--- config.mk ---
export PLATFORM = sky130hd
export DESIGN_NAME = stereo_mix_atten
export DESIGN_NICKNAME = d
export VERILOG_FILES = /design/src/rtl/stereo_mix_pkg.sv /design/src/rtl/mix_cfg_reg.sv /design/src/rtl/mix_gain_lane.sv /design/src/rtl/stereo_mix_atten.sv
export SDC_FILE = /design/constraint.sdc
export NUM_CORES = 1
export LEC_CHECK = 0
export ABC_AREA = 1
export BUFFER_PORTS_ARGS = -buffer_cell sky130_fd_sc_hd__buf_4
export CAP_MARGIN = 10
export CORE_ASPECT_RATIO = 0.9
export CORE_MARGIN = 3
export CORE_UTILIZATION = 29
export DETAILED_ROUTE_END_ITERATION = 10
export REMOVE_ABC_BUFFERS = 1
export SETUP_SLACK_MARGIN = 0.4
export SYNTH_ARGS = -nofsm -noshare
export SYNTH_HDL_FRONTEND = slang
export SYNTH_SLANG_ARGS = --single-unit
--- constraint.sdc ---
create_clock -name clk -period 9.3 [get_ports clk]
set_input_delay 0.93 -clock clk [delete_from_list [all_inputs] [get_ports clk]]
set_output_delay 0.93 -clock clk [all_outputs]
set_load 0.03 [all_outputs]
--- src/rtl/stereo_mix_pkg.sv ---
// Shared constants and helpers for the stereo mix attenuator.
// Assumes a 16-bit control word with two 8-bit channel fields.
package stereo_mix_pkg;
    localparam int SMP_W   = 16;
    localparam int CODE_W  = 6;
    localparam int MANT_W  = 18;
    localparam int FRAC_W  = 15;
    localparam int CFG_W   = 16;
    localparam logic [CFG_W-1:0] CFG_DEFAULT = 16'h8080;
    localparam logic [CFG_W-1:0] CFG_KEEP    = 16'hBFBF;
    localparam logic [CODE_W-1:0] CODE_SILENT = '1;

    // Q1.15 gain for the fine (sub-6 dB) part of an attenuation code.
    function automatic logic signed [MANT_W-1:0] fine_gain(input logic [1:0] sel);
        case (sel)
            2'd0:    fine_gain = 18'sd32768;
            2'd1:    fine_gain = 18'sd27554;
            2'd2:    fine_gain = 18'sd23170;
            default: fine_gain = 18'sd19484;
        endcase
    endfunction
endpackage

--- src/rtl/mix_cfg_reg.sv ---
// Control word holding both channel fields.
// Snaps to default and ignores writes while reset, power-down or
// conversion-disable is active. Reserved bits are forced to zero.
module mix_cfg_reg
    import stereo_mix_pkg::*;
(
    input  logic             clk,
    input  logic             rst_n,
    input  logic             pwr_n,
    input  logic             conv_off,
    input  logic             we,
    input  logic [CFG_W-1:0] wdata,
    output logic [CFG_W-1:0] q
);
    logic lock;
    assign lock = !rst_n || !pwr_n || conv_off;

    // Hold default while locked, otherwise accept masked writes.
    always_ff @(posedge clk) begin
        if (lock)    q <= CFG_DEFAULT;
        else if (we) q <= wdata & CFG_KEEP;
    end

    p_lockout_r4: assert property (@(posedge clk) disable iff (!rst_n)
        (!pwr_n || conv_off) |=> (q == CFG_DEFAULT));
    p_rsvd_zero_r3: assert property (@(posedge clk) disable iff (!rst_n)
        (q[14] == 1'b0) && (q[6] == 1'b0));
    p_write_r2: assert property (@(posedge clk) disable iff (!rst_n)
        (we && pwr_n && !conv_off) |=> (q == ($past(wdata) & CFG_KEEP)));
endmodule

--- src/rtl/mix_gain_lane.sv ---
// One channel: scales the ADC sample by the coded gain and adds it
// to the DAC sample with saturation. Purely combinational.
// Assumes code 63 or mute removes the ADC term entirely.
module mix_gain_lane
    import stereo_mix_pkg::*;
(
    input  logic                     mute,
    input  logic [CODE_W-1:0]        code,
    input  logic signed [SMP_W-1:0]  adc,
    input  logic signed [SMP_W-1:0]  dac,
    output logic signed [SMP_W-1:0]  mixed
);
    localparam int PROD_W = SMP_W + MANT_W;
    localparam int SUM_W  = SMP_W + 2;
    localparam logic signed [SUM_W-1:0] MAX_V = SUM_W'(2**(SMP_W-1) - 1);
    localparam logic signed [SUM_W-1:0] MIN_V = -SUM_W'(2**(SMP_W-1));

    logic signed [PROD_W-1:0] prod;
    logic signed [PROD_W-1:0] shifted;
    logic [4:0]               shamt;
    logic signed [SUM_W-1:0]  term;
    logic signed [SUM_W-1:0]  sum;

    // Product of sample and fine gain, then coarse 6 dB shifts.
    always_comb begin
        prod    = PROD_W'(adc) * PROD_W'(fine_gain(code[1:0]));
        shamt   = 5'(FRAC_W) + {1'b0, code[CODE_W-1:2]};
        shifted = prod >>> shamt;
        term    = (mute || code == CODE_SILENT) ? '0 : shifted[SUM_W-1:0];
    end

    // Add and clamp to the signed sample range.
    always_comb begin
        sum = SUM_W'(dac) + term;
        if (sum > MAX_V)      mixed = MAX_V[SMP_W-1:0];
        else if (sum < MIN_V) mixed = MIN_V[SMP_W-1:0];
        else                  mixed = sum[SMP_W-1:0];
    end
endmodule

--- src/rtl/stereo_mix_atten.sv ---
// Stereo ADC-to-DAC digital mix with per-channel mute and
// 1.5 dB-step attenuation. Outputs register one clock after the
// shared sample strobe. Assumes ADC and DAC share that strobe.
module stereo_mix_atten
    import stereo_mix_pkg::*;
(
    input  logic              clk,
    input  logic              rst_n,
    input  logic              pwr_n,
    input  logic              conv_off,
    input  logic              cfg_we,
    input  logic [15:0]       cfg_wdata,
    output logic [15:0]       cfg_rdata,
    input  logic              smp_vld,
    input  logic signed [15:0] adc_l,
    input  logic signed [15:0] adc_r,
    input  logic signed [15:0] dac_l,
    input  logic signed [15:0] dac_r,
    output logic signed [15:0] mix_l,
    output logic signed [15:0] mix_r,
    output logic              mix_vld
);
    localparam int NCH    = 2;
    localparam int FIELD_W = CFG_W / NCH;

    logic [CFG_W-1:0]        cfg_q;
    logic signed [SMP_W-1:0] adc_a [NCH];
    logic signed [SMP_W-1:0] dac_a [NCH];
    logic signed [SMP_W-1:0] lane_o [NCH];

    assign adc_a[0] = adc_l;
    assign adc_a[1] = adc_r;
    assign dac_a[0] = dac_l;
    assign dac_a[1] = dac_r;
    assign cfg_rdata = cfg_q;

    mix_cfg_reg u_cfg (
        .clk(clk), .rst_n(rst_n), .pwr_n(pwr_n), .conv_off(conv_off),
        .we(cfg_we), .wdata(cfg_wdata), .q(cfg_q)
    );

    // Channel 0 (left) uses the upper field, channel 1 (right) the lower.
    for (genvar ch = 0; ch < NCH; ch++) begin : g_lane
        localparam int BASE = (NCH - 1 - ch) * FIELD_W;
        mix_gain_lane u_lane (
            .mute (cfg_q[BASE + FIELD_W - 1]),
            .code (cfg_q[BASE + CODE_W - 1 : BASE]),
            .adc  (adc_a[ch]),
            .dac  (dac_a[ch]),
            .mixed(lane_o[ch])
        );
    end

    // Capture mixed samples on the strobe and flag them valid.
    always_ff @(posedge clk) begin
        if (!rst_n) begin
            mix_l   <= '0;
            mix_r   <= '0;
            mix_vld <= 1'b0;
        end else begin
            mix_vld <= smp_vld;
            if (smp_vld) begin
                mix_l <= lane_o[0];
                mix_r <= lane_o[1];
            end
        end
    end

    p_vld_follow_r9: assert property (@(posedge clk) disable iff (!rst_n)
        smp_vld |=> mix_vld);
    p_hold_r9: assert property (@(posedge clk) disable iff (!rst_n)
        !smp_vld |=> (!mix_vld && $stable(mix_l) && $stable(mix_r)));
    p_mute_pass_r5: assert property (@(posedge clk) disable iff (!rst_n)
        (smp_vld && cfg_q[15]) |=> (mix_l == $past(dac_l)));
    p_silent_code_r6: assert property (@(posedge clk) disable iff (!rst_n)
        (smp_vld && cfg_q[5:0] == CODE_SILENT) |=> (mix_r == $past(dac_r)));
endmodule

==> impl.org, run 1 <==
** Timing
- For this run, the top clock speed supported by timing is 113.6 MHz.
- Setup Viol. Count Final :: 0
- The final max-slew violation count was 0.
- After layout, the minimum clock period comes to 8.805 ns.
- Final total negative setup slack :: 0 ns
- Worst-case headroom to the max-slew limit :: 0.1905
- Setup repair after global routing could not meet its margin everywhere.
- For the final database, setup skew stands at 0.02316 ns.
- The number of failing hold endpoints at the final stage came to 0.
- For the pin with the worst max-slew slack, the measured transition is 1.208 ns.
- Of the available clock period, the critical path in the final layout requires 0.9468.

** Cells and area
- Core occupancy in the finished layout :: 0.3833
- Post-Layout Cell Count :: 4901
- # nets final :: 4584
- Most frequent cells in the layout :: 849 x sky130_fd_sc_hd__inv_1, 757 x sky130_fd_sc_hd__nand2_1, 462 x sky130_fd_sc_hd__buf_4
- The repair_antennas step left the layout with diodes totalling 0.
- Most frequent standard cell in the layout excluding fill and tap cells :: sky130_fd_sc_hd__inv_1
- Of the cells placed in the final design, the portion with a size suffix greater than 1 is 0.2529.
- Area added between synthesis and finish :: 30.42%

** Setup path
- Critical-path top delay cell :: sky130_fd_sc_hd__fa_1
- Number of buffer and inverter instances along the worst setup path :: 10
- On the worst path, the slowest cell contributes a delay of 0.61 ns.
- Critical path arrival :: 9.01 ns
- Cell repeated most along the worst path :: sky130_fd_sc_hd__nand2_2
- Grouping stages by cell kind, the critical path spends the most delay in adder cells.
- The worst setup path is of the reg -> reg kind.
- At the worst endpoint, the required time is 9.50 ns.
- Worst-path maximum fanout :: 8
- Type of element launching the critical path :: register
- Capturing element type of the critical path :: register

** Global routing
- Pin count of the biggest net entering global routing :: 39
- Global routing finished with a remaining overflow of 0.
- GRT Overall Usage :: 0.1591
- The via count of the first global-routing pass was 21900.
- The number of antenna violations at the first check in global routing was 1.
- The first global-routing pass estimated 110000 um of wire.

** Logic synthesis
- The Yosys step of the flow raised 0 warnings.
- Avg Cell Area, Syn :: 6.823 um2
- Sequential fraction of the synthesis area :: 0.04017
- Sorting the synthesized cells by area gives the leading types as sky130_fd_sc_hd__fa_1 28%, sky130_fd_sc_hd__ha_1 17%, sky130_fd_sc_hd__inv_1 14%.
- Flip-flop and latch count after synthesis :: 47
- Area share of the largest cell type after synthesis :: 0.2752
- Counting flops with an async set or reset pin after synthesis yields a share of 0.
- The cell area that synthesis handed to floorplanning was 0.02342 mm2.
- Post-synthesis instance total :: 3433
- Count of unique library cells instantiated by Yosys :: 55
- In the synthesized netlist the dominant register cell turns out to be sky130_fd_sc_hd__dfxtp_1.
- Post-synth EDFFs :: 0
- Of all cell types, the one taking the most synthesized area is sky130_fd_sc_hd__fa_1.

** Clock network
- Clock input transition at the sequential cells of the worst setup and hold paths :: 0.09 ns
- H-tree level count :: 2
- Max Buffers Root-to-Sink :: 2
- CTS tree :: yes
- Cell chosen for the clock root :: sky130_fd_sc_hd__clkbuf_16
- Sinks on the clock net :: 47
- CTS Hold Bufs :: 0
- Inserted Clock Buffers :: 5
- At the later pin of the worst-skew pair, clock insertion delay measures 0.33 ns.

** Floorplan
- Vert. Die Dim :: 275.6 um
- Number of rows created at floorplan :: 98
- Die Width :: 305.6 um
- In this run the standard cell core region covers 0.07970 mm2.
- Count of boundary I/O pins :: 135
- Die outline area :: 0.08422 mm2
- For this configuration, the core starts out at a cell density of 0.2939.

** Placement
- Half-perimeter wire length of the detailed placement result :: 57620 um
- Once placement completed, the tool counted placed cells totaling 4831.
- PortBufs :: 130
- At the end of routability-driven placement, the weighted congestion stood at 0.8996.

** Route
- DRC errors left :: 0
- Dividing the detail-routed wire length by the instance count gives 13.90 um.
- In this run the remaining antenna-violating nets after routing total 0.
- After detailed routing, the total wire length is 68130 um.
- Number of optimization iterations in the first detailed-route pass :: 5
- Number of DRC markers in iteration 0 :: 1292
- Across all layers, the routed design uses 22070 vias.
- Routed vias/inst :: 4.503

** Power
- The share of total power dissipated in sequential elements is 0.071.
- For this design the static power due to leakage is 17.46 nW.
- The share of total power dissipated in combinational logic is 0.860.
- Fraction of power spent switching nets :: 0.5145
- Cell internal power was estimated by the tool at 0.001526 W.
- Power density normalized to cell area :: 102.9 mW/mm2
- Psw :: 0.001618 W
- Of the total power, the clock network draws 0.069.
- The worst-case IR drop observed on VDD is 0.00008633 V.

** Min path
- The tightest min-delay check is of the reg -> reg type.

** Job
- Max-Cap Viols :: 0

** Status
- Run status :: finished, final reports clean
state kept, by name, summed over array words and instances (netlist names):
register / count
mix_l: 16
mix_r: 16
u_cfg.q: 14
mix_vld: 1
worst reg2reg max path, delay by kind of cell (launching register included):
kind	cells	cell delay (ns)
xor+xnor	1	0.15
flops	1	0.39
compound gates	9	1.18
buf+inv	10	0.88
simple gates	20	1.83
fa+ha+maj	10	4.26
metal layers:
| metal | global-route usage | share of wire | vias to the layer above |
|---|---|---|---|
| li1 | - | - | 11200 |
| met1 | 0.2142 | 0.46 | 10470 |
| met2 | 0.2857 | 0.50 | 339 |
| met3 | 0.01005 | 0.030 | 69 |
| met4 | 0.02461 | 0.016 | 0 |
| met5 | 0 | 0 | - |
through the flow:
| stage | hold slack, ns | power (W) | worst slack [ns] | area (um2) |
|---|---|---|---|---|
| 2_1_floorplan | 0.5994 | 0.001581 | 0.2723 | 23020 |
| 3_3_place_gp | 0.4687 | 0.002403 | -0.2788 | 27740 |
| 3_5_place_dp | 0.4735 | 0.002406 | -0.3205 | 27740 |
| 4_1_cts | 0.4893 | 0.002774 | 0.4022 | 28530 |
| 5_1_grt | 0.5230 | 0.003481 | 0.04238 | 30550 |
| 6_report | 0.4879 | 0.003144 | 0.4947 | 30550 |
power groups by stage:
stage               sequential (W)  combinational [W]  clock [W]
detailed placement        0.000229            0.00218          0
floorplan                 0.000258            0.00132          0
finish                    0.000224            0.00270   0.000216
global route              0.000226            0.00303   0.000227
CTS                       0.000224            0.00233   0.000222
global placement          0.000229            0.00217          0
Yosys cell counts (3+ instances only):
library cell               instances
sky130_fd_sc_hd__dfxtp_1          47
sky130_fd_sc_hd__fa_1            322
sky130_fd_sc_hd__nand2_2          17
sky130_fd_sc_hd__buf_1            13
sky130_fd_sc_hd__clkbuf_1         69
sky130_fd_sc_hd__buf_4             4
sky130_fd_sc_hd__a211oi_1          4
sky130_fd_sc_hd__inv_1           901
sky130_fd_sc_hd__o22ai_1           5
sky130_fd_sc_hd__a31oi_1          20
sky130_fd_sc_hd__clkinv_1          6
sky130_fd_sc_hd__nand2_1         888
sky130_fd_sc_hd__buf_2             4
sky130_fd_sc_hd__o31ai_1           4
sky130_fd_sc_hd__xor2_1           47
sky130_fd_sc_hd__a21oi_1         122
sky130_fd_sc_hd__nor3_1            9
sky130_fd_sc_hd__nand3_2          11
sky130_fd_sc_hd__a311oi_1          3
sky130_fd_sc_hd__nor2_1          131
sky130_fd_sc_hd__o21a_1            3
sky130_fd_sc_hd__o21ai_0         188
sky130_fd_sc_hd__a21o_1            6
sky130_fd_sc_hd__buf_6             3
sky130_fd_sc_hd__o211ai_1         13
sky130_fd_sc_hd__mux2i_1          10
sky130_fd_sc_hd__nor2_2            9
sky130_fd_sc_hd__nand4_1           8
sky130_fd_sc_hd__o21bai_1          3
sky130_fd_sc_hd__ha_1            326
sky130_fd_sc_hd__or2_2             9
sky130_fd_sc_hd__xnor2_1          23
sky130_fd_sc_hd__nand3_1         163
sky130_fd_sc_hd__a21oi_2          11
timing repair:
action / CTS / global route
gates cloned: 1 / 4
hold endpoints to repair: 0 / 0
pin swaps: 27 / 220
buffers inserted: 17 / 40
endpoints found under the setup margin: 30 / 32
resized for setup: 112 / 458
path summary, 6_finish.rpt:
| kind | start | slack, ns | depth (start not counted) | endpoint |
|---|---|---|---|---|
| worst max-delay path | u_cfg.q[8] | 0.49 | 50 | mix_l[4] |
| worst min-delay path | mix_r[1] | 0.49 | 2 | mix_r[1] |
| worst max register to register | u_cfg.q[8] | 0.49 | 50 | mix_l[4] |
| worst min register to register | mix_r[1] | 0.49 | 2 | mix_r[1] |
logic make-up after synthesis:
group | after synthesis | share of synthesized area
AO/OA/AOI/OAI | 397 | 0.09477
XOR/XNOR | 71 | 0.02735
adder cells (fa/ha/maj) | 648 | 0.4494
buffers and inverters | 1003 | 0.1630
flip-flops | 47 | 0.04017
multiplexers | 10 | 0.004274
other | 1 | 0.0001601
AND/OR/NAND/NOR | 1256 | 0.2209
final cells by class:
type	count	area, um2
well taps	1050	1314
multi-input cells	2384	20590
fillers	8340	49150
repair buffers	503	4111
inverters	909	3430
flip-flops and latches	47	950.9
clock buffers	5	125.1
clock inverters	3	27.53
No activity file was read; power rests on OpenSTA's default activity.
==> inputs of run 2 (changes only) <==
Settings changed: CTS_BUF_LIST set to sky130_fd_sc_hd__clkbuf_2 sky130_fd_sc_hd__clkbuf_4 sky130_fd_sc_hd__clkbuf_8.
==> run 2 against run 1 <==
Effect of this change:
- critical path depth is 1 lower
- power shrank 3.0%
- highest routed layer unchanged
- sequential power about the same
- die area unchanged
- utilization down 0.43 points
- combinational power shrank 1%
- first-iteration DRC count rose by 2.0%
==> impl.org, run 2 (synthesis gave the netlist of run 1 again) <==
** Timing
- The final max-slew violation count came to 0 (unchanged).
- The total negative slack is 0 ns (unchanged).
- The headroom to the max-slew limit came to 0.1950 (+0.004449).
- The measured slew at the worst slew-check pin was 1.202 ns (-0.006642 ns).
- The post-layout minimum cycle time came to 8.873 ns (+0.06814 ns).
- Setup skew after layout :: 0.03676 ns (+0.01359 ns)
- Hold Vio Cnt, Final :: 0 (unchanged)
- The final-report setup violation count came to 0 (unchanged).
- The worst hold slack across all endpoints came to 0.4930 ns (+0.005183 ns).
- Setup repair after global routing missed its margin :: yes
- Final WS setup :: 0.4265 ns (-0.06815 ns)
- Period Utilization, post-route :: 0.9541 (+0.007327)
- The timing-limited maximum frequency was 112.7 MHz (-0.77%).

** Cells and area
- The library cell used most frequently in the layout, excluding fill and tap cells, is sky130_fd_sc_hd__inv_1.
- Most frequent cells in the layout :: 874 x sky130_fd_sc_hd__inv_1, 789 x sky130_fd_sc_hd__nand2_1, 467 x sky130_fd_sc_hd__buf_4
- The share of final-layout standard cells stronger than drive strength 1 is 0.2352 (-0.01767).
- The final instance area came to 0.03020 mm2 (-1.1%).
- The largest registers in the layout are mix_l (16), mix_r (16), u_cfg.q (14).
- Area added between synthesis and finish :: 28.94%
- The number of diodes added for antenna fixing was 0 (unchanged).
- # nets final :: 4580 (-0.087%)

** Setup path
- The length in cells of the worst reg-to-reg path came to 49 (-2.0%).
- Worst setup path class :: reg -> reg
- The worst register-to-register path ends at mix_l[0].
- Largest incremental delay on the critical path :: 0.61 ns (about the same)
- Worst reg2reg startpoint :: u_cfg.q[8]
- Capturing element type of the critical path :: register
- Critical-path top delay cell :: sky130_fd_sc_hd__fa_1
- The register-to-register path setup slack is 0.43 ns (-0.07 ns).
- Data required time of the critical path :: 9.54 ns (+0.04 ns)
- The worst setup path is launched from a register.
- By instance count, the cell type seen most on the critical path is sky130_fd_sc_hd__nand2_2.
- Worst-path maximum fanout :: 8 (unchanged)
- Critical path arrival :: 9.11 ns (+0.10 ns)
- The critical path ends at mix_l[0].
- In this run the worst setup path begins at u_cfg.q[8].

** Placement
- The minimum setup slack after placement came to -0.3205 ns (unchanged).
- The post-place instance area was 0.02774 mm2 (unchanged).
- PortBufs :: 130 (unchanged)
- Routability congestion estimate from global placement :: 0.8996 (unchanged)
- The final HPWL from detailed placement is 57620 um (unchanged).

** Global routing
- The layer flagged by global routing as most heavily used is met2.
- Met3 Track Usage GR :: 0.008977 (-0.001074)
- Pin count of the biggest net entering global routing :: 39 (unchanged)
- GRT Overall Usage :: 0.1592 (about the same)
- The global routing usage on met2 came to 0.2879 (+0.002207).
- Via count of the first global-routing pass :: 21950 (+0.22%)
- Antenna violations before repair :: 1 (unchanged)
- Global-route wire length before repair :: 110300 um (+0.28%)
- The global routing met1 resource utilization was 0.2149 (+0.0007524).
- GRT overflow :: 0 (unchanged)

** Clock network
- Latest clock arrival within the worst-skew pair :: 0.37 ns (+0.04 ns)
- Inserted Clock Buffers :: 5 (unchanged)
- Clock input transition at the sequential cells of the worst setup and hold paths :: 0.14 ns (+0.05 ns)
- TritonCTS built the clock tree.
- CTS placed an instance of sky130_fd_sc_hd__clkbuf_8 at the clock tree root.
- H-tree level count :: 2 (unchanged)
- Max Buffers Root-to-Sink :: 2 (unchanged)
- CTS Hold Bufs :: 0 (unchanged)
- The total clock sinks was 47 (unchanged).

** Route
- Routed length per placed instance :: 13.82 um (-0.55%)
- The detailed-route via count was 21980 (-0.43%).
- The remaining antenna violation count came to 0 (unchanged).
- The total wire length after detailed routing came to 67700 um (-0.63%).
- Routed vias/inst :: 4.487 (-0.34%)
- The number of design rule violations left after detail routing is 0 (unchanged).
- The initial DRC count was 1318 (+2.0%).
- Number of optimization iterations in the first detailed-route pass :: 4 (-1)

** Power
- The maximum ir drop on the vdd rail was 0.00008180 V (-5.3%).
- Power density normalized to cell area :: 101.0 mW/mm2 (-1.9%)
- Total chip power :: 0.003050 W (-3.0%)
- Leakage power summed over all cells :: 17.30 nW (-0.90%)

** Floorplan
- The row count is 98 (unchanged).
- Die Width :: 305.6 um (unchanged)
- Vert. Die Dim :: 275.6 um (unchanged)
- Core Footprint :: 0.07970 mm2 (unchanged)
- Effective utilization at floorplan :: 0.2939 (unchanged)
- The die area came to 0.08422 mm2 (unchanged).
- Count of boundary I/O pins :: 135 (unchanged)

** Status
- Run status :: finished, final reports clean

** Min path
- Worst hold path class :: reg -> reg
- The cell depth of the worst min-delay path is 2 (unchanged).

** Job
- Max-Cap Viols :: 0 (unchanged)
==> run 2: cell count changes in the layout (fill, tap and decap cells not counted), moves of 5 or more <==
cell                        previous run  this run
sky130_fd_sc_hd__buf_4               462       467
sky130_fd_sc_hd__clkbuf_8              0         5
sky130_fd_sc_hd__clkbuf_16             9         4
sky130_fd_sc_hd__nand2_2             119        95
sky130_fd_sc_hd__nor2_2               23        18
sky130_fd_sc_hd__inv_2                53        26
sky130_fd_sc_hd__inv_1               849       874
sky130_fd_sc_hd__nand2_1             757       789
sky130_fd_sc_hd__nand2_4              27        18
sky130_fd_sc_hd__nor2_1               99       108
==> run 2: per-stage QoR <==
stage,cells,util
floorplan,3340,-
global placement,4831,0.3480
detailed placement,4831,0.3480
CTS,4857,0.3582
global route,4897,0.3789
finish,4897,0.3789
==> run 2: where the power goes <==
group          switching, W  internal (W)  total [W]
clock              0.000107     0.0000563   0.000164
combinational       0.00146       0.00120    0.00266
sequential       0.00000822      0.000216   0.000224
total               0.00158       0.00147    0.00305
==> run 2: critical path: cells and delay by family (launching register included) <==
kind / cells / cell delay (ns)
adder cells (fa/ha/maj): 10 / 4.22
AND/OR/NAND/NOR: 20 / 1.83
AO/OA/AOI/OAI: 9 / 1.32
buffers and inverters: 9 / 0.82
flip-flops: 1 / 0.39
XOR/XNOR: 1 / 0.15
==> run 2: worst min-delay path by stage <==
stage / from / end / slack [ns]
6_report: mix_r[1] / mix_r[1] / 0.49
5_1_grt: mix_r[1] / mix_r[1] / 0.53
4_1_cts: mix_l[15] / mix_l[15] / 0.50
3_5_place_dp: mix_l[15] / mix_l[15] / 0.47
3_3_place_gp: mix_l[15] / mix_l[15] / 0.47
2_1_floorplan: mix_r[0] / mix_r[0] / 0.60
==> run 2: routing by layer <==
layer | wire length (um) | share of wire
met5 | 0 | 0
met4 | 854 | 0.013
met1 | 31110 | 0.46
met2 | 33570 | 0.50
met3 | 2167 | 0.032
==> run 2: repair_timing <==
item	in CTS	in global routing
gates resized for setup	128	352
gates cloned	1	3
setup endpoints to repair	30	32
buffers inserted	17	37
pin swaps	40	131
==> run 2: area by class of cell <==
class	count	area, um2
Clock inverter	3	27.53
Fill cell	8383	49500
Timing Repair Buffer	499	3999
Clock buffer	5	68.82
Tap cell	1050	1314
Inverter	909	3432
Sequential cell	47	950.9
Multi-Input combinational cell	2384	20410
==> inputs of run 3 (changes only) <==
Settings changed: PLACE_DENSITY set to 0.54.
==> run 3 against run 2 <==
Effect of this change:
- first-iteration DRC count shrank 16%
- wire length grew 2.0%
- hold slack lost 0.010 ns
- combinational power is essentially flat
- flip-flop and latch count is the same
- largest cell class unchanged
- largest power group unchanged
- highest routed layer unchanged
==> impl.org, run 3 (synthesis gave the netlist of run 1 again) <==
** Min path
- Worst hold path class :: reg -> reg

** Power
- The power density over the cells was 101.3 mW/mm2 (+0.31%).
- Clk network pwr share :: 0.055 (about the same)
- Fraction of power spent switching nets :: 0.5186 (+0.0006327)
- Psw :: 0.001586 W (+0.39%)
- The combinational fraction of design power was 0.872 (about the same).
- Largest voltage drop on the vdd net :: 0.00007723 V (-5.6%)
- Total internal power :: 0.001472 W (+0.13%)
- The sequential power share came to 0.073 (about the same).
- Leakage power summed over all cells :: 17.41 nW (+0.62%)

** Timing
- Setup repair after global routing could not meet its margin everywhere.
- The timing-limited maximum frequency is 113.1 MHz (+0.40%).
- Setup skew after layout :: 0.04070 ns (+0.003940 ns)
- The post-layout minimum cycle time came to 8.838 ns (-0.03522 ns).
- WHS :: 0.4827 ns (-0.01030 ns)
- The total negative slack came to 0 ns (unchanged).
- The final-report setup violation count came to 0 (unchanged).
- The final critical-path share of the clock period came to 0.9504 (-0.003787).
- The measured slew at the worst slew-check pin came to 1.191 ns (-0.01065 ns).
- The number of failing hold endpoints at the final stage is 0 (unchanged).
- Worst-case headroom to the max-slew limit :: 0.2051 (+0.01017)
- The final max-slew violation count is 0 (unchanged).

** Floorplan
- Die outline area :: 0.08422 mm2 (unchanged)
- The initial cell density of the core was 0.2939 (unchanged).
- Number of rows created at floorplan :: 98 (unchanged)
- Count of boundary I/O pins :: 135 (unchanged)
- Vert. Die Dim :: 275.6 um (unchanged)
- Die Width :: 305.6 um (unchanged)
- The area of the core was 0.07970 mm2 (unchanged).

** Placement
- Routability congestion estimate from global placement :: 0.8769 (-2.5%)
- Half-perimeter wire length of the detailed placement result :: 59150 um (+2.7%)
- PortBufs :: 130 (unchanged)

** Global routing
- Antenna violations before repair :: 0 (-1)
- Global-route wire length before repair :: 112300 um (+1.9%)
- Pin count of the biggest net entering global routing :: 37 (-5.1%)
- The global-route usage over all layers came to 0.1641 (+0.004883).
- The via count of the first global-routing pass was 22070 (+0.53%).
- GRT overflow :: 0 (unchanged)

** Cells and area
- The net total in the final layout came to 4593 (+0.28%).
- The share of final-layout standard cells stronger than drive strength 1 came to 0.2345 (-0.0007923).
- Filler Cell Count :: 8558 (+2.1%)
- Leading registers by flop count :: mix_l (16), mix_r (16), u_cfg.q (14)
- Most frequent standard cell in the layout excluding fill and tap cells :: sky130_fd_sc_hd__inv_1
- Leaving out fill and tap cells, the most frequent cells in the layout are 876 x sky130_fd_sc_hd__inv_1, 780 x sky130_fd_sc_hd__nand2_1, 488 x sky130_fd_sc_hd__buf_4.
- The utilization after layout came to 0.3787 (about the same).
- Area added between synthesis and finish :: 28.88% (about the same)
- The number of diodes added for antenna fixing came to 0 (unchanged).
- Sequential Area :: 953.4 um2 (+0.26%)
- Area of combinational cells with multiple inputs :: 0.02032 mm2 (-0.44%)

** Clock network
- Cell chosen for the clock root :: sky130_fd_sc_hd__clkbuf_8
- The number of buffers added by the clock tree synthesis step is 5 (unchanged).
- The clock tree buffer depth is 2 (unchanged).
- The total clock sinks came to 47 (unchanged).
- H-tree level count :: 2 (unchanged)
- Clock input transition at the sequential cells of the worst setup and hold paths :: 0.15 ns (about the same)
- TritonCTS built the clock tree.
- Latest clock arrival within the worst-skew pair :: 0.38 ns (about the same)

** Setup path
- The required time reported for the critical path endpoint was 9.59 ns (+0.05 ns).
- The register-to-register path setup slack came to 0.46 ns (+0.04 ns).
- The worst stage delay on the critical path came to 0.57 ns (-0.04 ns).
- The critical path is of the reg -> reg type.
- Critical-path top delay cell :: sky130_fd_sc_hd__fa_1
- Capturing element type of the critical path :: register
- The arrival time at the worst endpoint was 9.13 ns (+0.02 ns).
- Cell repeated most along the worst path :: sky130_fd_sc_hd__nand2_1
- Largest delay contributor family on the critical path :: adder cells
- Type of element launching the critical path :: register
- Worst-path maximum fanout :: 7 (-1)
- Number of buffer and inverter instances along the worst setup path :: 10 (+1)

** Route
- Antenna-violating nets left :: 0 (unchanged)
- The initial DRC count is 1103 (-16%).
- Routed wire length :: 69020 um (+2.0%)
- The detailed-route via count came to 21770 (-0.92%).
- Routed vias/inst :: 4.434 (-1.2%)
- The final routed wire length divided by cell count was 14.06 um (+1.7%).
- The number of design rule violations left after detail routing is 0 (unchanged).
- Number of optimization iterations in the first detailed-route pass :: 6 (+2)

** Job
- Max-Cap Viols :: 0 (unchanged)

** Status
- Run status :: finished, final reports clean
## run 3: changes by cell type in the layout (fill, tap and decap cells not counted), sizes merged
cell / previous run / this run
nand3: 174 / 175
inv: 905 / 906
clkbuf: 9 / 7
buf: 495 / 509
clkinv: 6 / 5
## run 3: stage by stage
step | instance area [um2] | total power (W) | worst slack (ns) | instances
global route | 30190 | 0.003399 | -0.02325 | 4910
CTS | 28840 | 0.002798 | 0.4012 | 4879
finish | 30190 | 0.003058 | 0.4617 | 4910
global placement | 27910 | 0.002434 | -0.2386 | 4851
detailed placement | 27910 | 0.002434 | -0.3367 | 4851
floorplan | 23020 | 0.001581 | 0.2723 | 3340
## run 3: timing repair
action	CTS	global route
setup endpoints to repair	30	32
hold buffers	0	0
gates cloned	1	3
gates resized for setup	159	308
pin swaps	63	144
buffers inserted	19	28
## run 3: tightest hold or removal path, delay by kind of cell, from the launching register on
family / cells / cell delay, ns
and+or+nand+nor: 2 / 0.12
DFF: 1 / 0.32
## run 3: final cells by class
class / instances / area share
Inverter: 909 / 0.1137
Sequential cell: 47 / 0.03158
Multi-Input combinational cell: 2385 / 0.6732
Clock buffer: 5 / 0.002280
Tap cell: 1050 / 0.04352
Clock inverter: 3 / 0.0009119
Timing Repair Buffer: 511 / 0.1348
## run 3: worst paths after layout
path                   end  depth (start not counted)        from
setup reg to reg  mix_l[6]                         47  u_cfg.q[8]
setup / recovery  mix_l[6]                         47  u_cfg.q[8]
hold reg to reg   mix_r[0]                          2    mix_r[0]
hold / removal    mix_r[0]                          2    mix_r[0]
## run 3: power by group through the flow
stage	clock network, W	logic (W)	registers, W
after global routing	0.000180	0.00299	0.000226
after CTS	0.000177	0.00240	0.000224
after global placement	0	0.00221	0.000229
final	0.000169	0.00267	0.000224
after detailed placement	0	0.00221	0.000229
after floorplan	0	0.00132	0.000258
## run 3: metal layers
metal	GRT usage	up-vias	share of wire
met1	0.2182	10210	0.46
met4	0.02423	0	0.015
li1	-	11240	-
met3	0.008977	53	0.024
met2	0.2996	271	0.50
met5	0	-	0
